## config.mk

```make
export PLATFORM = sky130hd
export DESIGN_NAME = link_pair
export DESIGN_NICKNAME = d
export VERILOG_FILES = /design/src/rtl/link_pair_pkg.sv /design/src/rtl/link_src.sv /design/src/rtl/link_dst.sv /design/src/rtl/link_pair.sv
export SDC_FILE = /design/constraint.sdc
export NUM_CORES = 1
export LEC_CHECK = 0
export BUFFER_PORTS_ARGS = -buffer_cell sky130_fd_sc_hd__buf_2
export CORE_ASPECT_RATIO = 0.7
export CORE_MARGIN = 2
export CORE_UTILIZATION = 48
export CTS_CLUSTER_DIAMETER = 40
export DETAILED_ROUTE_END_ITERATION = 12
export PLACE_DENSITY = 0.76
export SLEW_MARGIN = 40
export SYNTH_ARGS = -nofsm -noshare
export SYNTH_HDL_FRONTEND = slang
export SYNTH_SLANG_ARGS = --single-unit
```

## constraint.sdc

```tcl
create_clock -name clk -period 1.5 [get_ports clk]
set_input_delay 0.3 -clock clk [delete_from_list [all_inputs] [get_ports clk]]
set_output_delay 0.3 -clock clk [all_outputs]
set_load 0.1 [all_outputs]
```

## src/rtl/link_pair_pkg.sv

```systemverilog
package link_pair_pkg;

    typedef enum logic [1:0] {
        TX_WAIT_LOW,
        TX_WAIT_HIGH,
        TX_SEND
    } tx_state_e;

    typedef enum logic [1:0] {
        RX_IDLE,
        RX_OPEN,
        RX_RECV
    } rx_state_e;

endpackage

```

## src/rtl/link_src.sv

```systemverilog
module link_src
    import link_pair_pkg::*;
#(
    parameter int DATA_W = 16
) (
    input  logic              clk,
    input  logic              rst_n,
    input  logic              core_valid_i,
    input  logic [DATA_W-1:0] core_data_i,
    input  logic              core_last_i,
    output logic              core_ready_o,
    input  logic              req_i,
    output logic              valid_o,
    output logic              en_o,
    output logic [DATA_W-1:0] data_o
);

    typedef struct packed {
        tx_state_e         st;
        logic              valid;
        logic              en;
        logic [DATA_W-1:0] data;
    } src_regs_t;

    localparam src_regs_t SRC_RESET = '{
        st:    TX_WAIT_LOW,
        valid: 1'b0,
        en:    1'b0,
        data:  '0
    };

    src_regs_t q, d;

    always_comb begin
        d    = q;
        d.en = 1'b0;
        unique case (q.st)
            // return-to-zero: the Request of the last transfer must drop first
            TX_WAIT_LOW: begin
                d.valid = 1'b0;
                if (!req_i) begin
                    d.st = TX_WAIT_HIGH;
                end
            end
            TX_WAIT_HIGH: begin
                if (req_i) begin
                    d.st    = TX_SEND;
                    d.valid = 1'b1;
                end
            end
            TX_SEND: begin
                if (core_valid_i) begin
                    d.en   = 1'b1;
                    d.data = core_data_i;
                    if (core_last_i) begin
                        d.st = TX_WAIT_LOW;
                    end
                end
            end
            default: d = SRC_RESET;
        endcase
    end

    always_ff @(posedge clk or negedge rst_n) begin
        if (!rst_n) begin
            q <= SRC_RESET;
        end else begin
            q <= d;
        end
    end

    assign core_ready_o = (q.st == TX_SEND);
    assign valid_o      = q.valid;
    assign en_o         = q.en;
    assign data_o       = q.data;

endmodule

```

## src/rtl/link_dst.sv

```systemverilog
module link_dst
    import link_pair_pkg::*;
#(
    parameter int DATA_W = 16,
    parameter int CNT_W  = 8
) (
    input  logic              clk,
    input  logic              rst_n,
    input  logic              core_ready_i,
    input  logic              valid_i,
    input  logic              en_i,
    input  logic [DATA_W-1:0] data_i,
    output logic              req_o,
    output logic              word_valid_o,
    output logic [DATA_W-1:0] word_o,
    output logic              done_o,
    output logic [CNT_W-1:0]  count_o
);

    typedef struct packed {
        rx_state_e         st;
        logic              req;
        logic [CNT_W-1:0]  cnt;
        logic              wvalid;
        logic [DATA_W-1:0] word;
        logic              done;
        logic [CNT_W-1:0]  count;
    } dst_regs_t;

    localparam dst_regs_t DST_RESET = '{
        st:     RX_IDLE,
        req:    1'b0,
        cnt:    '0,
        wvalid: 1'b0,
        word:   '0,
        done:   1'b0,
        count:  '0
    };

    dst_regs_t q, d;
    logic      take;

    // a word is taken only inside an open transfer, with Valid and enable high
    assign take = valid_i && en_i && (q.st != RX_IDLE);

    always_comb begin
        d        = q;
        d.wvalid = 1'b0;
        d.done   = 1'b0;
        if (take) begin
            d.wvalid = 1'b1;
            d.word   = data_i;
            d.cnt    = q.cnt + 1'b1;
        end
        unique case (q.st)
            RX_IDLE: begin
                if (core_ready_i) begin
                    d.req = 1'b1;
                    d.cnt = '0;
                    d.st  = RX_OPEN;
                end
            end
            RX_OPEN: begin
                if (valid_i) begin
                    d.st = RX_RECV;
                end
            end
            RX_RECV: begin
                if (!valid_i) begin
                    d.req   = 1'b0;
                    d.done  = 1'b1;
                    d.count = q.cnt;
                    d.st    = RX_IDLE;
                end
            end
            default: d = DST_RESET;
        endcase
    end

    always_ff @(posedge clk or negedge rst_n) begin
        if (!rst_n) begin
            q <= DST_RESET;
        end else begin
            q <= d;
        end
    end

    assign req_o        = q.req;
    assign word_valid_o = q.wvalid;
    assign word_o       = q.word;
    assign done_o       = q.done;
    assign count_o      = q.count;

endmodule

```

## src/rtl/link_pair.sv

```systemverilog
module link_pair #(
    parameter int DATA_W = 16,
    parameter int CNT_W  = 8
) (
    input  logic              clk,
    input  logic              rst_n,
    input  logic              src_valid_i,
    input  logic [DATA_W-1:0] src_data_i,
    input  logic              src_last_i,
    output logic              src_ready_o,
    input  logic              dst_ready_i,
    output logic              dst_word_valid_o,
    output logic [DATA_W-1:0] dst_word_o,
    output logic              dst_done_o,
    output logic [CNT_W-1:0]  dst_count_o,
    output logic              link_valid_o,
    output logic              link_en_o,
    output logic              link_req_o,
    output logic [DATA_W-1:0] link_data_o
);

    logic              lk_valid;
    logic              lk_en;
    logic              lk_req;
    logic [DATA_W-1:0] lk_data;

    link_src #(.DATA_W(DATA_W)) u_src (
        .clk          (clk),
        .rst_n        (rst_n),
        .core_valid_i (src_valid_i),
        .core_data_i  (src_data_i),
        .core_last_i  (src_last_i),
        .core_ready_o (src_ready_o),
        .req_i        (lk_req),
        .valid_o      (lk_valid),
        .en_o         (lk_en),
        .data_o       (lk_data)
    );

    link_dst #(.DATA_W(DATA_W), .CNT_W(CNT_W)) u_dst (
        .clk          (clk),
        .rst_n        (rst_n),
        .core_ready_i (dst_ready_i),
        .valid_i      (lk_valid),
        .en_i         (lk_en),
        .data_i       (lk_data),
        .req_o        (lk_req),
        .word_valid_o (dst_word_valid_o),
        .word_o       (dst_word_o),
        .done_o       (dst_done_o),
        .count_o      (dst_count_o)
    );

    assign link_valid_o = lk_valid;
    assign link_en_o    = lk_en;
    assign link_req_o   = lk_req;
    assign link_data_o  = lk_data;

endmodule

```

### Yosys cells after proc, flatten, opt, wreduce, memory -nomap -nowiden

Index checks and enable logic that the tools add are counted.

| operators by class | value |
|---|---|
| bitwise operators | 4 |
| divide/modulo/power cells | 0 |
| add/subtract/negate cells | 1 |
| eq/ne operators | 12 |
| shift operators | 0 |
| multiply operators | 0 |
| reductions and logical operators | 15 |
| mux-type cells | 18 |
| $lt $le $gt $ge | 0 |

Operators with widths:

| cell | number |
|---|---|
| 17-bit two-way mux | 2 |
| 17-bit one-hot mux with 2 select lines | 1 |
| 25-bit two-way mux | 1 |
| 9-bit one-hot mux with 2 select lines | 1 |
| 8-bit one-hot mux with 2 select lines | 1 |
| 2-bit inequality test (second input constant) | 6 |
| 2-bit one-hot mux with 3 select lines | 2 |
| 11-bit two-way mux | 1 |
| 9-bit two-way mux | 1 |
| 8-bit by 1-bit adder with 8-bit output (second input constant) | 1 |
| 2-bit two-way mux | 4 |
| 3-bit two-way mux | 2 |
| 2-bit AND reduction | 3 |
| 3-bit AND reduction | 2 |
| 2-bit OR reduction | 3 |
| 2-bit by 1-bit == test with 1-bit output (second input constant) | 2 |
| 2-bit == test (second input constant) | 2 |
| 2-bit logical NOT | 2 |
| 2-bit by 1-bit inequality test with 1-bit output (second input constant) | 2 |
| 1-bit inverter | 4 |
| 4-bit AND reduction | 1 |
| 1-bit one-hot mux with 3 select lines | 1 |
| 3-bit OR reduction | 1 |
| 1-bit logical AND | 2 |
| 2 further kinds | 2 |

| storage, ports and cells | value |
|---|---|
| memory bits (writable) | 0 |
| logic and storage cells | 61 |
| ROM bits | 0 |
| flip-flop bits (word level) | 57 |
| latch bits | 0 |
| memories kept | 0 |

### Depth between registers and ports, before layout

| depth | value |
|---|---|
| word-level depth | 5 |
| mapped depth | 7 |

### Modules after synthesis

Synthesis repeated with hierarchy kept, for this count alone.

| second synthesis, totals | value |
|---|---|
| cells, all modules | 319 |
| area, all modules | 3,029.2 sq um |

Modules (own cells, without submodules):

| module | times used | cells each | area each (sq um) |
|---|---|---|---|
| link_dst | 1 | 198 | 1,834.3 |
| link_src | 1 | 121 | 1,194.9 |

### Least setup slack after synthesis

OpenSTA, ideal clock, no wires.

| timing | value |
|---|---|
| path kind | register to register |
| start point | register u_src.q, in the netlist u_src.valid_o |
| end point | register u_dst.q[31] (netlist name) |
| path buffers | 1 |
| slack | -0.521 ns |
| arrival time | 1.940 ns |
| setup time | 0.080 ns |
| cell stages (with the launch flop) | 5 |
| required time | 1.420 ns |
| period minus slack after synthesis | 2.021 ns |
| cells stage by stage | dfrtp_1 > buf_4 > nand3b_4 > or4_1 > a21oi_1 |

RTL lines:

| element | RTL line | source |
|---|---|---|
| start: declaration | link_src.sv:32 | `src_regs_t q, d;` |
| start signal: assignment | link_src.sv:66 | `q <= SRC_RESET;` |
| start signal: assignment | link_src.sv:68 | `q <= d;` |
| end signal: assignment | link_dst.sv:82 | `q <= DST_RESET;` |
| end signal: assignment | link_dst.sv:84 | `q <= d;` |
| end: declaration | link_dst.sv:40 | `dst_regs_t q, d;` |

==> run metrics <==
Async SR Flop Fraction=1.00; Slew Limit Fails=0; Slowest cell on crit path=or4_4; status=finished, violations left; area of the multi-input gates=925 µm²; Clock Skews=3.05 ps; Yosys cell types=33; Starting DRT DRC Count=108; endpoint class of the critical path=flip-flop; Post-DP HPWL=3800 µm; most common library cells after synthesis=nand2_1 (59), dfrtp_1 (57), buf_4 (43); total power=7.00 mW; sequential fraction of the synthesis area=0.530; worst skew pair latency=340 ps; Remaining DRCs=0; final net count=345; slowest stage delay, CP=520 ps; Worst Path Arrival=1780 ps; synthesized instance count=269; highest net fanout along the worst path=5; most common cell in the netlist=nand2_1; Pwr Density=2140 nW/µm²; Die W=93.5 µm; CTS root buffer=clkbuf_8; Port Buffers=66; Post-synth EDFFs=0; share of Yosys cell area claimed by the top area cell type=0.530; global-route wire length before repair=9200 µm; # IOs=67; Num CTS Buffers=9; GP Congestion=0.788; clock sinks=57; vias in the first global route=1,895; required time worst endpoint=1770 ps; synth top area cells=dfrtp_1 (53%), buf_4 (12%), nand2_1 (8.2%); ANT nets after route=0; Reg clk slew, reported paths=60 ps; grt ovf=0; Vias=1,999; Sequential cell area=1430 µm²; max frequency=0.658 GHz; Syn Std Cell Area=2690 µm²; final wirelength=5440 µm; starting density of the core=0.507; antenna violations before repair=0; worst hold path type=in -> reg; layout cell share with drive strength beyond 1=0.360; predominant post-synthesis flop cell=dfrtp_1; #FFs+latches synth=57; syn avg cell area=10.0 µm²; worst slew pin tran=499 ps; period utilization=1.01; Hold Vio Cnt, Final=0; area of the die=6230 µm²; vias per cell=5.07; min Tclk post-route=1520 ps; first-pass iteration count of the detailed router=4; Fill cells=455; Total GRT Usage=0.198; peak supply drop=1760 µV; # rows=22; H-tree depth=3; diode count=0; Worst Hold Slack=184 ps; Chip Height=66.7 µm; Crit Path Category=reg -> reg; largest net degree at the start of global routing=58; Avg WL per Cell=13.8 µm; Area Overhead vs Synth=21.3%; Synth Warn #=0; failing checks=negative setup slack; setup violators final=1; fin worst setup slack=-19.0 ps; cell taking the most area after synthesis=dfrtp_1; Max Cap Viol=0; Leak Pwr=1.65 nW; Clock Tree Buf Depth=2; Core Area=5310 µm²; Rel. slew slack=0.669; Worst setup SP type=flip-flop; TritonCTS clock tree=built; RSZ-0062 raised after global routing=true; syn nets=296; Final Core Density=0.615; critical path cell sequence=inv_1 -> ha_2 -> nand3b_4 -> or4_4 -> a21oi_2
## critical path: cells and delay by family (launching register included)
kind                       cells  cell delay [ps]
and+or+nand+nor                2              700
DFF                            1              340
adders and majority gates      1              210
AOI/OAI and AO/OA              1              130
buffers and inverters          1               60
## kinds of logic after synthesis
| family | after synthesis | share of synthesized area |
|---|---|---|
| AO/OA/AOI/OAI | 63 | 0.146 |
| XOR/XNOR | 2 | 0.00651 |
| adder cells (fa/ha/maj) | 6 | 0.0279 |
| buffers and inverters | 58 | 0.142 |
| flip-flops | 57 | 0.530 |
| multiplexers | 2 | 0.00744 |
| AND/OR/NAND/NOR | 81 | 0.140 |
## registers in the layout, summed over array words and instances, names as in the netlist
name                count
u_dst.count_o           8
u_dst.done_o            1
u_dst.q                10
u_dst.req_o             1
u_dst.word_o           16
u_dst.word_valid_o      1
u_src.data_o           16
u_src.en_o              1
u_src.q                 2
u_src.valid_o           1
## power breakdown
group / internal [mW] / switching (mW) / total, mW
Combinational: 0.861 / 2.67 / 3.53
Sequential: 1.84 / 0.213 / 2.05
Clock: 0.842 / 0.567 / 1.41
## routing by layer
layer  track usage  vias up  share of wire
met1         0.260      963           0.46
met2         0.289       63           0.45
li1              -      963              -
met4        0.0717        0          0.016
met3        0.0894       10          0.077
met5             0        -              0
## worst paths after layout
check	start	endpoint	slack [ps]	cells past startpoint
setup / recovery	u_dst.q[35]$_DFFE_PN0P_	u_dst.q[31]$_DFF_PN0_	-20	5
max in group asynchronous	rst_n	u_src.valid_o$_DFFE_PN0P_	730	3
min in group asynchronous	rst_n	u_dst.count_o[2]$_DFFE_PN0P_	490	3
hold reg to reg	u_dst.count_o[6]$_DFFE_PN0P_	u_dst.count_o[6]$_DFFE_PN0P_	480	2
setup reg to reg	u_dst.q[35]$_DFFE_PN0P_	u_dst.q[31]$_DFF_PN0_	-20	5
hold / removal	src_data_i[3]	u_src.data_o[3]$_DFFE_PN0P_	180	2
## per-stage QoR
stage | setup WS [ps] | instance area, µm² | std cells | setup TNS (ps)
2_1_floorplan | -78.9 | 2740 | 269 | -985
3_3_place_gp | 16.0 | 2990 | 375 | 0
3_5_place_dp | -48.2 | 2990 | 375 | -79.0
4_1_cts | 6.50 | 3220 | 393 | 0
5_1_grt | -65.3 | 3270 | 394 | -99.1
6_report | -19.0 | 3270 | 394 | -19.0
## layout make-up
cell class              instances  area share
flip-flops and latches         57       0.438
multi-input cells             154       0.283
repair buffers                 89       0.183
clock buffers                  12      0.0475
well taps                      72      0.0276
clock inverters                 3      0.0123
inverters                       7     0.00804
## timing repair
action,in CTS,in global routing
pin swaps,0,1
setup endpoints to repair,5,28
cloned,0,0
hold buffers,1,0
endpoints found under the hold margin,57,0
buffers inserted,2,1
gates resized for setup,3,15
## cell usage in the layout, fill, tap and decap left out, drive strengths merged, types with 3 or more instances in the layout
| master | n |
|---|---|
| ha | 6 |
| buf | 80 |
| o21ai | 15 |
| inv | 7 |
| dfrtp | 57 |
| a22o | 16 |
| clkbuf | 20 |
| nor2b | 3 |
| nand2 | 59 |
| nor2 | 4 |
| a21oi | 26 |
Power figures use the tool's default switching activity.
